### config.mk
export PLATFORM = sky130hd
export DESIGN_NAME = wb_port_sched
export DESIGN_NICKNAME = d
export VERILOG_FILES = /design/src/rtl/wbs_pkg.sv /design/src/rtl/wbs_hazard.sv /design/src/rtl/wbs_wb_select.sv /design/src/rtl/wb_port_sched.sv
export SDC_FILE = /design/constraint.sdc
export NUM_CORES = 1
export LEC_CHECK = 0
export ABC_AREA = 1
export ABC_CLOCK_PERIOD_IN_PS = 2300
export CORE_MARGIN = 4
export CORE_UTILIZATION = 56
export DETAILED_ROUTE_END_ITERATION = 6
export GPL_TIMING_DRIVEN = 0
export PLACE_DENSITY_LB_ADDON = 0.08
export SETUP_SLACK_MARGIN = 0.05
export SLEW_MARGIN = 20
export SYNTH_ARGS = -nofsm -noshare
export SYNTH_HDL_FRONTEND = slang
export SYNTH_SLANG_ARGS = --single-unit
### constraint.sdc
create_clock -name clk_i -period 2.3 [get_ports clk_i]
set_input_delay 0.23 -clock clk_i [delete_from_list [all_inputs] [get_ports clk_i]]
set_output_delay 0.23 -clock clk_i [all_outputs]
set_load 0.1 [all_outputs]
### src/rtl/wbs_pkg.sv
package wbs_pkg;
    parameter int REG_AW = 5;
    parameter int DATA_W = 32;

    typedef enum logic [1:0] {
        KIND_NONE = 2'b00,
        KIND_ALU  = 2'b01,
        KIND_LOAD = 2'b10,
        KIND_RSVD = 2'b11
    } kind_e;

    // One pipeline slot; vld = 0 marks an empty slot (bubble)
    typedef struct packed {
        logic              vld;
        logic              is_load;
        logic [REG_AW-1:0] rd;
        logic [DATA_W-1:0] data;
    } slot_t;
endpackage

### src/rtl/wbs_hazard.sv
module wbs_hazard
    import wbs_pkg::*;
(
    input  logic  late_i,
    input  kind_e kind_i,
    input  slot_t peer_i,     // slot whose writeback lands with an ALU offered now
    output logic  stall_o
);
    always_comb begin
        stall_o = !late_i && (kind_i == KIND_ALU) && peer_i.vld && peer_i.is_load;
    end
endmodule

### src/rtl/wbs_wb_select.sv
module wbs_wb_select
    import wbs_pkg::*;
(
    input  logic              late_i,
    input  slot_t             early_i,   // slot in the early ALU writeback stage
    input  slot_t             final_i,   // slot in the last stage
    output logic              we_o,
    output logic [REG_AW-1:0] waddr_o,
    output logic [DATA_W-1:0] wdata_o,
    output logic              clash_o
);
    logic early_hit, final_hit;
    slot_t pick;

    always_comb begin
        early_hit = !late_i && early_i.vld && !early_i.is_load;
        final_hit = final_i.vld && (final_i.is_load || late_i);
        clash_o   = early_hit && final_hit;
        pick      = early_hit ? early_i : final_i;
        we_o      = (early_hit || final_hit) && (pick.rd != '0);
        waddr_o   = pick.rd;
        wdata_o   = pick.data;
    end
endmodule

### src/rtl/wb_port_sched.sv
module wb_port_sched
    import wbs_pkg::*;
#(
    parameter int NSTAGE = 5
) (
    input  logic              clk_i,
    input  logic              rst_ni,
    input  logic              late_wb_i,
    input  logic [1:0]        iss_kind_i,
    input  logic [REG_AW-1:0] iss_rd_i,
    input  logic [DATA_W-1:0] iss_data_i,
    output logic              fetch_stall_o,
    output logic              rf_we_o,
    output logic [REG_AW-1:0] rf_waddr_o,
    output logic [DATA_W-1:0] rf_wdata_o
);
    // stg[i] holds the instruction in stage i+2
    localparam int NREG      = NSTAGE - 1;
    localparam int EARLY_IDX = NREG - 2;          // stage NSTAGE-1
    localparam int FINAL_IDX = NREG - 1;          // stage NSTAGE
    localparam int GAP       = FINAL_IDX - EARLY_IDX;
    localparam int PEER_IDX  = GAP - 1;

    typedef struct packed {
        logic                 late;
        slot_t [NREG-1:0]     stg;
    } state_t;

    state_t st_d, st_q;
    kind_e  kind;
    logic   stall;
    logic   wb_clash;

    assign kind = kind_e'(iss_kind_i);

    wbs_hazard u_hazard (
        .late_i  (st_q.late),
        .kind_i  (kind),
        .peer_i  (st_q.stg[PEER_IDX]),
        .stall_o (stall)
    );

    wbs_wb_select u_wbsel (
        .late_i  (st_q.late),
        .early_i (st_q.stg[EARLY_IDX]),
        .final_i (st_q.stg[FINAL_IDX]),
        .we_o    (rf_we_o),
        .waddr_o (rf_waddr_o),
        .wdata_o (rf_wdata_o),
        .clash_o (wb_clash)
    );

    assign fetch_stall_o = stall;

    always_comb begin
        st_d = st_q;
        for (int i = NREG - 1; i > 0; i--) begin
            st_d.stg[i] = st_q.stg[i-1];
        end
        st_d.stg[0].vld     = ((kind == KIND_ALU) || (kind == KIND_LOAD)) && !stall;
        st_d.stg[0].is_load = (kind == KIND_LOAD);
        st_d.stg[0].rd      = iss_rd_i;
        st_d.stg[0].data    = iss_data_i;
        if (!rst_ni) begin
            st_d      = '0;
            st_d.late = late_wb_i;
        end
    end

    always_ff @(posedge clk_i) begin
        st_q <= st_d;
    end
endmodule

==> results.py <==
metrics = {
    "sta": {
        "rsz0062_at_grt": "true",
        "fin_crit_sh_pct": 93.7,
        "setup_viol": 0,
        "hold_violations": 0,
        "slew_violations": 0,
        "min_period_ns": 2.16,
        "whs_ns": 0.0657,
        "fmax_mhz": 464,
        "skew_ns": 0.00761,
        "slew_headroom_pct": 64.0,
        "tightest_slew_ns": 0.543,
    },
    "power": {
        "vdd_drop_max_mv": 0.531,
        "p_sw_share_pct": 21.0,
        "p_int_mw": 4.97,
        "leakagePower_nw": 4.11,
        "power.density_nw_per_um2": 959,
        "p_sw_mw": 1.32,
        "comb_power_share_pct": 5.8,
        "power_frac_seq_pct": 45.3,
        "clkPwrFrac_pct": 48.9,
        "p_total_mw": 6.29,
    },
    "critical_path": {
        "cp.required_ns": 2.07,
        "reg2reg_from": "st_q[156]$_DFFE_PN_",
        "worstPathMaxFanout": 10,
        "path_class": "flip-flop to primary output",
        "cp-start-kind": "flip-flop",
        "reg2regPathDepth": 4,
        "rr_endpoint": "st_q[38]$_SDFF_PN0_",
        "endpoint_kind": "primary output",
        "startpoint": "st_q[156]$_DFFE_PN_",
        "endpoint": "rf_wdata_o[8]",
        "arrival_ns": 1.93,
        "rrSetupSlack_ns": 1.44,
    },
    "layout": {
        "final_common_cell": "nand2_1",
        "regMostFlops": "st_q",
        "drive_gt1_share_pct": 13.3,
        "fin_area_um2": 6550,
        "multi_input_area_um2": 1090,
        "nets": 776,
        "areaGrowthSynthToFinish_pct": 30.4,
        "top_regs": "st_q: 157 flops",
        "ff_latch_area_um2": 3150,
        "largest_reg_flops": 157,
        "nFillCells": 631,
        "utilization_pct": 75.1,
        "final_cell_mix": "nand2_1 (262), inv_1 (172), dfxtp_1 (156)",
        "layout.cells.non_filler": 852,
        "diodes": 0,
    },
    "floorplan": {
        "coreArea_um2": 8720,
        "row_count": 34,
        "num_io_pins": 81,
        "initial_utilization_pct": 57.6,
        "die_w_um": 103,
        "die_h_um": 103,
        "die-area_um2": 10600,
    },
    "drt": {
        "finalWirelength_um": 8780,
        "drt-wirelength-per-cell_um": 10.3,
        "num_vias": 3574,
        "drtIter0Drc": 66,
        "drc": 0,
        "ant_nets": 0,
        "dr.pass1.iters": 4,
        "viasPerCell": 4.19,
    },
    "yosys": {
        "synth-seq-area-share_pct": 62.7,
        "ys.flop_type": "dfxtp_1",
        "postSynthAreaPerCell_um2": 7.94,
        "yosysTopAreaCell": "dfxtp_1",
        "postSynthCellCount": 633,
        "synth_cell_type_count": 18,
        "syn_area_um2": 5020,
        "ys.warnings.count": 0,
        "synth.top_cell.area_share_pct": 62.2,
        "synth-seq-cells": 157,
        "synth.area.top_cells": "dfxtp_1 (62%), nand2_1 (20%), inv_1 (13%), buf_2 (1.9%), edfxtp_1 (0.60%)",
        "postSynth.asyncResetShare_pct": 0,
        "syn_nets": 677,
        "synth_edf_count": 1,
    },
    "clock_tree": {
        "cts_buffer_depth": 2,
        "clkTransAtPathRegs_ns": 0.06,
        "cts_hold_buf": 0,
        "cts_root_buf": "clkbuf_8",
        "cts_num_sinks": 157,
        "htree_levels": 4,
        "cts_made_buffers": 17,
        "cts_tree": "built",
        "insertion_delay_ns": 0.51,
    },
    "global_routing": {
        "track_usage_pct": 17.6,
        "antenna_found_initial": 0,
        "overflow": 0,
        "grt_max_degree": 17,
        "grt_pass1_vias": 3225,
        "grt_pass1_wl_um": 13900,
    },
    "status": {
        "status": "completed",
    },
    "placed_design": {
        "port_buffers": 79,
        "place_inst": 820,
        "place_area_um2": 5950,
        "dp_hpwl_um": 5710,
        "gp_congestion": 0.807,
    },
    "hold_path": {
        "hp-class": "primary input to flip-flop",
    },
    "run": {
        "cap_violations": 0,
    },
}
-- critical path: stages, from the launching register on --
cell and delay, ns:
edfxtp_1 0.40, inv_2 0.12, nand3_2 0.12, inv_2 0.15, buf_4 0.20, nand2_1 0.08, nand2_1 0.06, buf_4 0.28
-- power groups by stage --
| stage | Combinational, mW | Sequential (mW) | Clock, mW |
|---|---|---|---|
| 6_report | 0.362 | 2.85 | 3.08 |
| 5_1_grt | 0.398 | 2.85 | 3.23 |
| 4_1_cts | 0.364 | 2.85 | 3.11 |
| 3_5_place_dp | 0.364 | 2.91 | 0 |
| 3_3_place_gp | 0.357 | 2.90 | 0 |
| 2_1_floorplan | 0.234 | 2.90 | 0 |
-- how the worst min path moves through the flow --
stage                                   start                    to  slack (ns)  depth (start not counted)
after detailed placement   st_q[1]$_SDFF_PN0_   st_q[40]$_SDFF_PN0_        0.40                          2
after global placement    st_q[45]$_SDFF_PN0_   st_q[84]$_SDFF_PN0_        0.39                          2
after global routing                   rst_ni   st_q[77]$_SDFF_PN0_        0.07                          3
after floorplan                iss_data_i[16]   st_q[16]$_SDFF_PN0_        0.32                          2
after CTS                              rst_ni   st_q[77]$_SDFF_PN0_        0.06                          3
final                                  rst_ni  st_q[153]$_SDFF_PN0_        0.07                          3
-- synth_stat cells, types with 2 or more instances --
master   number
buf_2        19
buf_4         3
dfxtp_1     156
ha_1          2
inv_1       173
nand2_1     262
nand3_1       3
nor2_1        5
-- area by class of cell --
cell class / count / share of cell area, %
Clock inverter: 13 / 3.61
Tap cell: 108 / 2.06
Buffer: 24 / 2.02
Sequential cell: 157 / 48.1
Inverter: 174 / 9.97
Clock buffer: 18 / 6.53
Multi-Input combinational cell: 278 / 16.6
Timing Repair Buffer: 80 / 11.1
-- metrics by stage --
| stage | worst slack (ns) | setup TNS (ns) |
|---|---|---|
| final | 0.144 | 0 |
| after global routing | 0.0273 | 0 |
| after CTS | 0.0526 | 0 |
| after detailed placement | -0.285 | -8.26 |
| after global placement | -0.298 | -8.30 |
| after floorplan | 0.249 | 0 |
-- cells by family (layout without fill, tap and decap cells) --
family / count (synthesis) / count (layout) / synth area share [%]
simple gates: 273 / 273 / 20.7
flops: 157 / 157 / 62.7
fa+ha+maj: 2 / 2 / 0.498
compound gates: 3 / 3 / 0.423
buf+inv: 198 / 309 / 15.6
-- per-layer routing --
metal	wire, um	part of all wire [%]	track usage [%]	vias to the layer above
met1	3410	39	17.7	1568
met3	484	5.5	5.55	9
li1	-	-	-	1932
met4	76	0.87	6.05	0
met5	0	0	0	-
met2	4810	55	33.7	65
-- what timing repair did --
item | in CTS | in global routing
hold endpoints to repair | 0 | 0
resized for setup | 225 | 10
setup buffers | 0 | 1
endpoints found under the setup margin | 39 | 25
Power figures use the tool's default switching activity.
